===== src/rtl/cbu_pkg.sv =====
package cbu_pkg;
    localparam int NFLAG  = 6;
    localparam int KIND_W = 3;

    // flag bit positions, decoded by the branch resolver
    localparam int FB_GT  = 0;
    localparam int FB_GTE = 1;
    localparam int FB_LT  = 2;
    localparam int FB_LTE = 3;
    localparam int FB_EQ  = 4;
    localparam int FB_NEQ = 5;

    typedef enum logic [KIND_W-1:0] {
        BK_ALWAYS = 3'd0,
        BK_NE     = 3'd1,
        BK_EQ     = 3'd2,
        BK_LT     = 3'd3,
        BK_LE     = 3'd4,
        BK_GT     = 3'd5,
        BK_GE     = 3'd6,
        BK_NEVER  = 3'd7
    } br_kind_e;

    typedef logic [NFLAG-1:0] flag_vec_t;
endpackage


===== src/rtl/rel_compare.sv =====
module rel_compare
    import cbu_pkg::*;
#(
    parameter int DATA_W = 32
) (
    input  logic signed [DATA_W-1:0] src_val,
    input  logic signed [DATA_W-1:0] dst_val,
    output flag_vec_t                rel
);
    logic gt_w;
    logic eq_w;

    always_comb begin
        gt_w = (dst_val > src_val);
        eq_w = (dst_val == src_val);
        rel          = '0;
        rel[FB_GT]   = gt_w;
        rel[FB_GTE]  = gt_w | eq_w;
        rel[FB_LT]   = ~gt_w & ~eq_w;
        rel[FB_LTE]  = ~gt_w;
        rel[FB_EQ]   = eq_w;
        rel[FB_NEQ]  = ~eq_w;
    end
endmodule


===== src/rtl/flag_store.sv =====
module flag_store
    import cbu_pkg::*;
(
    input  logic      clk,
    input  logic      rst_n,
    input  logic      cmp_en,
    input  logic      ld_en,
    input  flag_vec_t ld_val,
    input  flag_vec_t rel,
    output flag_vec_t flags
);
    always_ff @(posedge clk) begin
        if (!rst_n) begin
            flags <= '0;
        end else if (ld_en) begin
            flags <= ld_val;
        end else if (cmp_en) begin
            flags <= rel;
        end
    end

    assert_reset_clear_R1: assert property (@(posedge clk)
        !rst_n |=> flags == '0);

    assert_three_true_R3: assert property (@(posedge clk) disable iff (!rst_n)
        (cmp_en && !ld_en) |=> $countones(flags) == 3);

    assert_consistent_R2: assert property (@(posedge clk) disable iff (!rst_n)
        (cmp_en && !ld_en) |=> (flags[FB_GTE] == (flags[FB_GT] | flags[FB_EQ]))
                            && (flags[FB_LTE] == (flags[FB_LT] | flags[FB_EQ]))
                            && (flags[FB_NEQ] == !flags[FB_EQ]));

    assert_hold_R5: assert property (@(posedge clk) disable iff (!rst_n)
        (!cmp_en && !ld_en) |=> $stable(flags));

    assert_load_R6: assert property (@(posedge clk) disable iff (!rst_n)
        ld_en |=> flags == $past(ld_val));
endmodule


===== src/rtl/branch_resolve.sv =====
module branch_resolve
    import cbu_pkg::*;
#(
    parameter int PC_W = 16
) (
    input  logic              br_en,
    input  logic [KIND_W-1:0] br_kind,
    input  flag_vec_t         flags,
    input  logic [PC_W-1:0]   br_target,
    input  logic [PC_W-1:0]   pc_inc,
    output logic [PC_W-1:0]   next_pc
);
    logic take;

    always_comb begin
        unique case (br_kind_e'(br_kind))
            BK_ALWAYS: take = 1'b1;
            BK_NE:     take = flags[FB_NEQ];
            BK_EQ:     take = flags[FB_EQ];
            BK_LT:     take = flags[FB_LT];
            BK_LE:     take = flags[FB_LTE];
            BK_GT:     take = flags[FB_GT];
            BK_GE:     take = flags[FB_GTE];
            BK_NEVER:  take = 1'b0;
            default:   take = 1'b0;
        endcase
        next_pc = (br_en && take) ? br_target : pc_inc;
    end
endmodule


===== src/rtl/cmp_branch_unit.sv =====
module cmp_branch_unit
    import cbu_pkg::*;
#(
    parameter int DATA_W = 32,
    parameter int PC_W   = 16
) (
    input  logic              clk,
    input  logic              rst_n,
    input  logic [DATA_W-1:0] src_val,
    input  logic [DATA_W-1:0] dst_val,
    input  logic              cmp_en,
    input  logic              br_en,
    input  logic [2:0]        br_kind,
    input  logic [PC_W-1:0]   br_target,
    input  logic [PC_W-1:0]   pc_inc,
    input  logic              flag_ld_en,
    input  logic [5:0]        flag_ld_val,
    output logic [5:0]        flags,
    output logic [PC_W-1:0]   next_pc
);
    flag_vec_t rel_w;
    flag_vec_t flags_q;

    rel_compare #(.DATA_W(DATA_W)) u_cmp (
        .src_val (src_val),
        .dst_val (dst_val),
        .rel     (rel_w)
    );

    flag_store u_flags (
        .clk    (clk),
        .rst_n  (rst_n),
        .cmp_en (cmp_en),
        .ld_en  (flag_ld_en),
        .ld_val (flag_ld_val),
        .rel    (rel_w),
        .flags  (flags_q)
    );

    branch_resolve #(.PC_W(PC_W)) u_br (
        .br_en     (br_en),
        .br_kind   (br_kind),
        .flags     (flags_q),
        .br_target (br_target),
        .pc_inc    (pc_inc),
        .next_pc   (next_pc)
    );

    assign flags = flags_q;

    assert_cmp_br_excl_R2: assert property (@(posedge clk) disable iff (!rst_n)
        !(cmp_en && br_en));

    assert_no_branch_R7: assert property (@(posedge clk) disable iff (!rst_n)
        !br_en |-> next_pc == pc_inc);

    assert_uncond_R8: assert property (@(posedge clk) disable iff (!rst_n)
        (br_en && br_kind == 3'd0) |-> next_pc == br_target);

    assert_reserved_R10: assert property (@(posedge clk) disable iff (!rst_n)
        (br_en && br_kind == 3'd7) |-> next_pc == pc_inc);
endmodule


===== config.mk =====
export PLATFORM = sky130hd
export DESIGN_NAME = cmp_branch_unit
export DESIGN_NICKNAME = d
export VERILOG_FILES = /design/src/rtl/cbu_pkg.sv /design/src/rtl/rel_compare.sv /design/src/rtl/flag_store.sv /design/src/rtl/branch_resolve.sv /design/src/rtl/cmp_branch_unit.sv
export SDC_FILE = /design/constraint.sdc
export NUM_CORES = 1
export LEC_CHECK = 0
export ABC_CLOCK_PERIOD_IN_PS = 2300
export CAP_MARGIN = 20
export CORE_UTILIZATION = 55
export CTS_BUF_LIST = sky130_fd_sc_hd__clkbuf_2
export CTS_CLUSTER_DIAMETER = 50
export DETAILED_ROUTE_END_ITERATION = 8
export DONT_BUFFER_PORTS = 1
export PLACE_DENSITY = 0.81
export SETUP_SLACK_MARGIN = 0.5
export SYNTH_ARGS = -nofsm -noshare
export SYNTH_HDL_FRONTEND = slang
export SYNTH_SLANG_ARGS = --single-unit

===== constraint.sdc =====
create_clock -name clk -period 2.3 [get_ports clk]
set_input_delay 0.345 -clock clk [delete_from_list [all_inputs] [get_ports clk]]
set_output_delay 0.345 -clock clk [all_outputs]
set_load 0.02 [all_outputs]

After elaboration in Yosys (flattened, before gate mapping)
Index checks and enable logic that the tools add are counted.
Widths: inputs -> output; s select.
Word-level totals
  bits in registers: 6
  output and inout port bits: 22
  logic and storage cells: 21
Cells by class
  magnitude comparators: 1
  eq/ne operators: 8
  muxes and demuxes: 4
  bitwise gates (word level): 4
  reductions and logical operators: 3
Operators with widths (number)
  $eq 32x32->1: 1
  $gt 32x32->1: 1
  $mux 16: 1
  $eq 3x3->1 const B: 4
  $mux 6: 2
  $pmux 1 s8: 1
  $eq 3x2->1 const B: 2
  $eq 3x1->1 const B: 1
  $logic_not 3->1: 1
  $not 1->1: 2
  $reduce_bool 2->1: 1
  $and 1x1->1: 1
  $logic_and 1x1->1: 1
  $or 1x1->1: 1

Depth between registers and ports, before layout
  word-level depth: 5
  depth in mapped cells: 8

Cells and area by module
A second synthesis with hierarchy kept.
Unflattened totals
  cell total of the unflattened synthesis: 171
  area, all modules: 1527.7 µm²
Modules (own cells, without submodules)
  rel_compare: times used 1, cells each 120, area each 895.9 µm²
  flag_store: times used 1, cells each 26, area each 322.8 µm²
  branch_resolve: times used 1, cells each 25, area each 309.0 µm²

Worst setup path after synthesis
Ideal clock, no wire load.
  path type: input port to flip-flop
  start: input src_val[1]
  end: register u_flags.flags[1]
  arrival time: 1.870 ns
  path slack: 0.315 ns
  stages: 8
  path buffers: 0
  cell sequence: inv_1 ha_1 nor2b_4 o211ai_2 a2111oi_1 a211o_1 a2111o_1 a31o_1
Between the ends
  longest elaborated chain between the ends: 4
RTL lines
  from (decl): RTL line cmp_branch_unit.sv:9  | input logic [DATA_W-1:0] src_val,
  $gt 32x32->1 or $eq 32x32->1 (tied branches): RTL line rel_compare.sv:14, rel_compare.sv:15
  $or 1x1->1 (*): RTL line rel_compare.sv:18  | rel[FB_GTE] = gt_w | eq_w;
  $mux 6 (*): RTL line flag_store.sv:17  | end else if (cmp_en) begin
  $mux 6 (*): RTL line flag_store.sv:15  | end else if (ld_en) begin
  to (signal assigned): RTL line flag_store.sv:16  | flags <= ld_val;
  to (signal assigned): RTL line flag_store.sv:18  | flags <= rel;
  to (decl): RTL line flag_store.sv:10  | output flag_vec_t flags
Mark *: on every way between the ends. The rest lies on a longest branch, timed or not. The select of a mux whose other input is x is not followed.
A chain may end at the register's enable or synchronous reset.

Final worst setup path
  start: register u_flags.flags[4]
  end: output next_pc[1]
Between the ends
  longest elaborated chain between the ends: 3
RTL lines
  $pmux 1 s8: RTL line branch_resolve.sv:16  | unique case (br_kind_e'(br_kind))
  $logic_and 1x1->1: RTL line branch_resolve.sv:27  | next_pc = (br_en && take) ? br_target : pc_inc;
  $mux 16: RTL line branch_resolve.sv:27
  to (decl): RTL line cmp_branch_unit.sv:19  | output logic [PC_W-1:0] next_pc
Every way passes these cells.

==> impl_results.rst <==
.. list-table::
   :header-rows: 1

   * - Metric
     - Value
   * - Outcome
     - finished clean
   * - Max Clk Rate
     - 0.504 GHz
   * - Internal reg-to-reg setup slack
     - around 1.4 ns
   * - Core area
     - approximately 2300 sq um
   * - Layout cells sized above 1
     - 0.483
   * - Highest ir drop seen on vdd
     - 0.375 mV
   * - Worst skew pair latency
     - 0.24 ns
   * - Hold buffer count at CTS
     - 0
   * - TritonCTS clock tree
     - built
   * - Post-Place Setup Slack
     - 0.168 ns
   * - Register with the most flip-flops
     - u_flags.flags
   * - Buffer levels on the longest clock path
     - 2
   * - Final max-slew violation count
     - 0
   * - DP HPWL
     - 3.52 mm
   * - Minimum setup slack in the final design
     - 0.315 ns
   * - Area taken by multi-input logic gates
     - ~1500 sq um
   * - Instance count after placement with tap cells included
     - 201
   * - Biggest area contributors in the synthesized netlist
     - sky130_fd_sc_hd__ha_1 (29%), sky130_fd_sc_hd__mux2_1 (13%), sky130_fd_sc_hd__inv_1 (9.7%)
   * - Nets in the synthesized netlist
     - about 320
   * - Most frequent cells in the layout
     - sky130_fd_sc_hd__ha_4 (22), sky130_fd_sc_hd__inv_1 (19), sky130_fd_sc_hd__mux2_4 (16)
   * - CTS H-Tree Depth
     - 1
   * - Start of the worst register-to-register path
     - u_flags.flags[3]$_SDFFE_PN0P_
   * - Synth area leader
     - sky130_fd_sc_hd__ha_1
   * - Count of different cell masters after synthesis
     - 41
   * - Slew at the pin with the worst max-slew slack
     - around 0.36 ns
   * - P&R area growth vs syn
     - 36.5%
   * - Register clock-pin slew on the reported worst setup and hold paths
     - 0.07 ns
   * - Effective utilization at floorplan
     - 0.607
   * - Worst Reg-to-Reg Cells
     - 2
   * - Mapped cell area
     - 1400 sq um
   * - Placement Rows
     - 17
   * - Via Count
     - 1415
   * - Switching portion of total power
     - 0.418
   * - Vertical die dimension
     - between 50 and 60 um
   * - Worst hold path cell count
     - 2
   * - Critical Path Fanout Max
     - 8
   * - Number of flip-flops under the largest register name
     - 6
   * - Wire length of the first global-routing pass
     - 6.09 mm
   * - Power density over the cells
     - 303 nW/um^2
   * - Max cap viols
     - 0
   * - Final setup violation count
     - 0
   * - Number of filler cells placed in the layout
     - 135
   * - Relative slew margins
     - 0.758
   * - Origin of the worst min-delay path
     - rst_n
   * - Category of the worst setup path launch point
     - flop
   * - Synth async-reset ratio
     - 0
   * - Clock power frac
     - 0.162
   * - Type of the worst setup path
     - flop to primary output
   * - Final weighted congestion of routability-driven global placement
     - 0.735
   * - # diodes
     - 0
   * - Total overflow reported by the global router
     - 0
   * - Number of synthesized flops with an enable pin
     - 0
   * - Syn_area_per_cell
     - 7.97 sq um
   * - Arrival time of the worst setup path
     - approximately 1.6 ns
   * - Routed wire per std cell
     - 20.5 um
   * - Die outline area
     - 2740 sq um
   * - Setup total negative slack
     - 0 ns
   * - Net switching component of the power
     - 241 uW
   * - Routed Wire Length
     - 4.27 mm
   * - Post-synth top area share
     - 0.287
   * - First-pass DRT Iterations
     - 4
   * - RSZ-0062 raised after global routing
     - yes
   * - Largest net degree at the start of global routing
     - 12
   * - P_int
     - 336 uW
   * - Post-synthesis register bit count
     - 6
   * - Hold worst-path end
     - u_flags.flags[4]$_SDFFE_PN0P_
   * - Logic gate share of total power
     - 0.609
   * - Number of buffers created by CTS
     - 3
   * - IO Count
     - between 100 and 150
   * - Leakage
     - ~0.86 nW
   * - Vias/cell
     - 6.80
   * - Final net count
     - around 320
   * - Total DRC errors in the routed layout
     - 0
   * - Primary flip-flop cell chosen by synthesis mapping
     - sky130_fd_sc_hd__dfxtp_1
   * - Gate count of the mapped netlist
     - 175
   * - Global routing usage summed across all routing layers
     - 0.300
   * - Final critical delay including setup and external delays
     - 1.99 ns
   * - Count of input and output buffers
     - 0
   * - Iteration-0 DRC count of the detailed router
     - 10
   * - Part of the cycle the worst path needs
     - 0.863
   * - Number of global-route vias before repair
     - 1449
   * - Final cell area excluding filler cells
     - 1900 sq um
   * - Crit end category
     - primary output
   * - Number of antenna violations at the first check in global routing
     - 0
   * - Clock root buffer master
     - sky130_fd_sc_hd__clkbuf_2
   * - Non-filler instance count after layout
     - around 210
   * - Number of hold violations in the final report
     - 0
   * - Register share of total power
     - 0.229
   * - Biggest regs
     - u_flags.flags: 6 flops
   * - Register area share after synthesis
     - 0.0861
   * - Clk_skew
     - 0 ns
   * - Sequential cell area in the final layout
     - 134 sq um
   * - Synth Warn #
     - 0
   * - Most common cell after layout, fill and taps aside
     - sky130_fd_sc_hd__ha_4
   * - WP data required
     - 1.96 ns
   * - Clock sink total
     - 6
   * - Min-delay worst type
     - input port to flop
   * - RR Endpoint
     - u_flags.flags[3]$_SDFFE_PN0P_
   * - Placement Cell Area
     - 1760 sq um
   * - Die X-Extent
     - 52.4 um
   * - Number of nets with antenna violations after routing
     - 0
what timing repair did:
item / 4_1_cts / 5_1_grt
cloned: 1 / 0
pin swaps: 2 / 6
gates resized for setup: 23 / 6
buffers inserted: 1 / 1
setup endpoints to repair: 19 / 20
layer usage:
metal,routed length [um],track usage,up-vias
li1,-,-,654
met1,1380,0.283,651
met2,2350,0.610,89
met3,327,0.0580,21
met4,201,0.118,0
met5,0,0,-
cell families after synthesis:
group,after synthesis,synth area share
AO/OA/AOI/OAI,42,0.207
multiplexers,17,0.136
AND/OR/NAND/NOR,39,0.177
flip-flops,6,0.0861
buffers and inverters,39,0.107
adder cells (fa/ha/maj),32,0.287
worst max-delay path by stage:
stage                                              from                             to  slack [ns]  cells after the start
after detailed placement                    src_val[27]  u_flags.flags[1]$_SDFFE_PN0P_        0.17                      8
final                     u_flags.flags[4]$_SDFFE_PN0P_                     next_pc[1]        0.31                      5
after floorplan                             dst_val[27]  u_flags.flags[1]$_SDFFE_PN0P_        0.43                      7
after CTS                 u_flags.flags[4]$_SDFFE_PN0P_                    next_pc[10]        0.34                      5
after global routing      u_flags.flags[4]$_SDFFE_PN0P_                     next_pc[1]        0.25                      5
after global placement                       src_val[9]  u_flags.flags[1]$_SDFFE_PN0P_        0.31                      8
through the flow:
step / utilization / total power [mW] / hold WS, ns
after floorplan: - / 0.405 / 0.473
after global placement: 0.767 / 0.431 / 0.477
after detailed placement: 0.767 / 0.449 / 0.483
after CTS: 0.803 / 0.561 / 0.221
after global routing: 0.829 / 0.618 / 0.215
final: 0.829 / 0.577 / 0.219
worst max-delay path, stage by stage (launching register included):
cell and delay [ns]:
sky130_fd_sc_hd__dfxtp_4 0.38, sky130_fd_sc_hd__nor3b_2 0.15, sky130_fd_sc_hd__a21oi_1 0.06, sky130_fd_sc_hd__o211ai_2 0.24, sky130_fd_sc_hd__buf_6 0.21, sky130_fd_sc_hd__mux2_4 0.36
cells in the mapped netlist, drive strengths merged, types with 2 or more instances:
library cell and n:
nand2 8, nand4 8, o211ai 3, nor3b 2, ha 32, nand3 8, a21oi 17, dfxtp 6
o211a 2, mux2 16, nor4 2, o21ai 6, a2111oi 2, and3 2, nor2 2, nor3 2
o21a 2, inv 36, buf 2, nor2b 3
final cells by class:
cell class	count	area share
multi-input combinational	130	0.801
clock buffer	4	0.0105
inverter	36	0.0802
tap	28	0.0184
timing repair buffer	4	0.0197
sequential	6	0.0703
power by group through the flow:
stage	combinational (mW)	sequential, mW	clock (mW)
final	0.351	0.132	0.0934
after global routing	0.389	0.133	0.0964
after CTS	0.336	0.132	0.0931
after detailed placement	0.316	0.133	0
after global placement	0.298	0.133	0
after floorplan	0.274	0.130	0
Note: power is estimated with default switching activity, not from simulation.
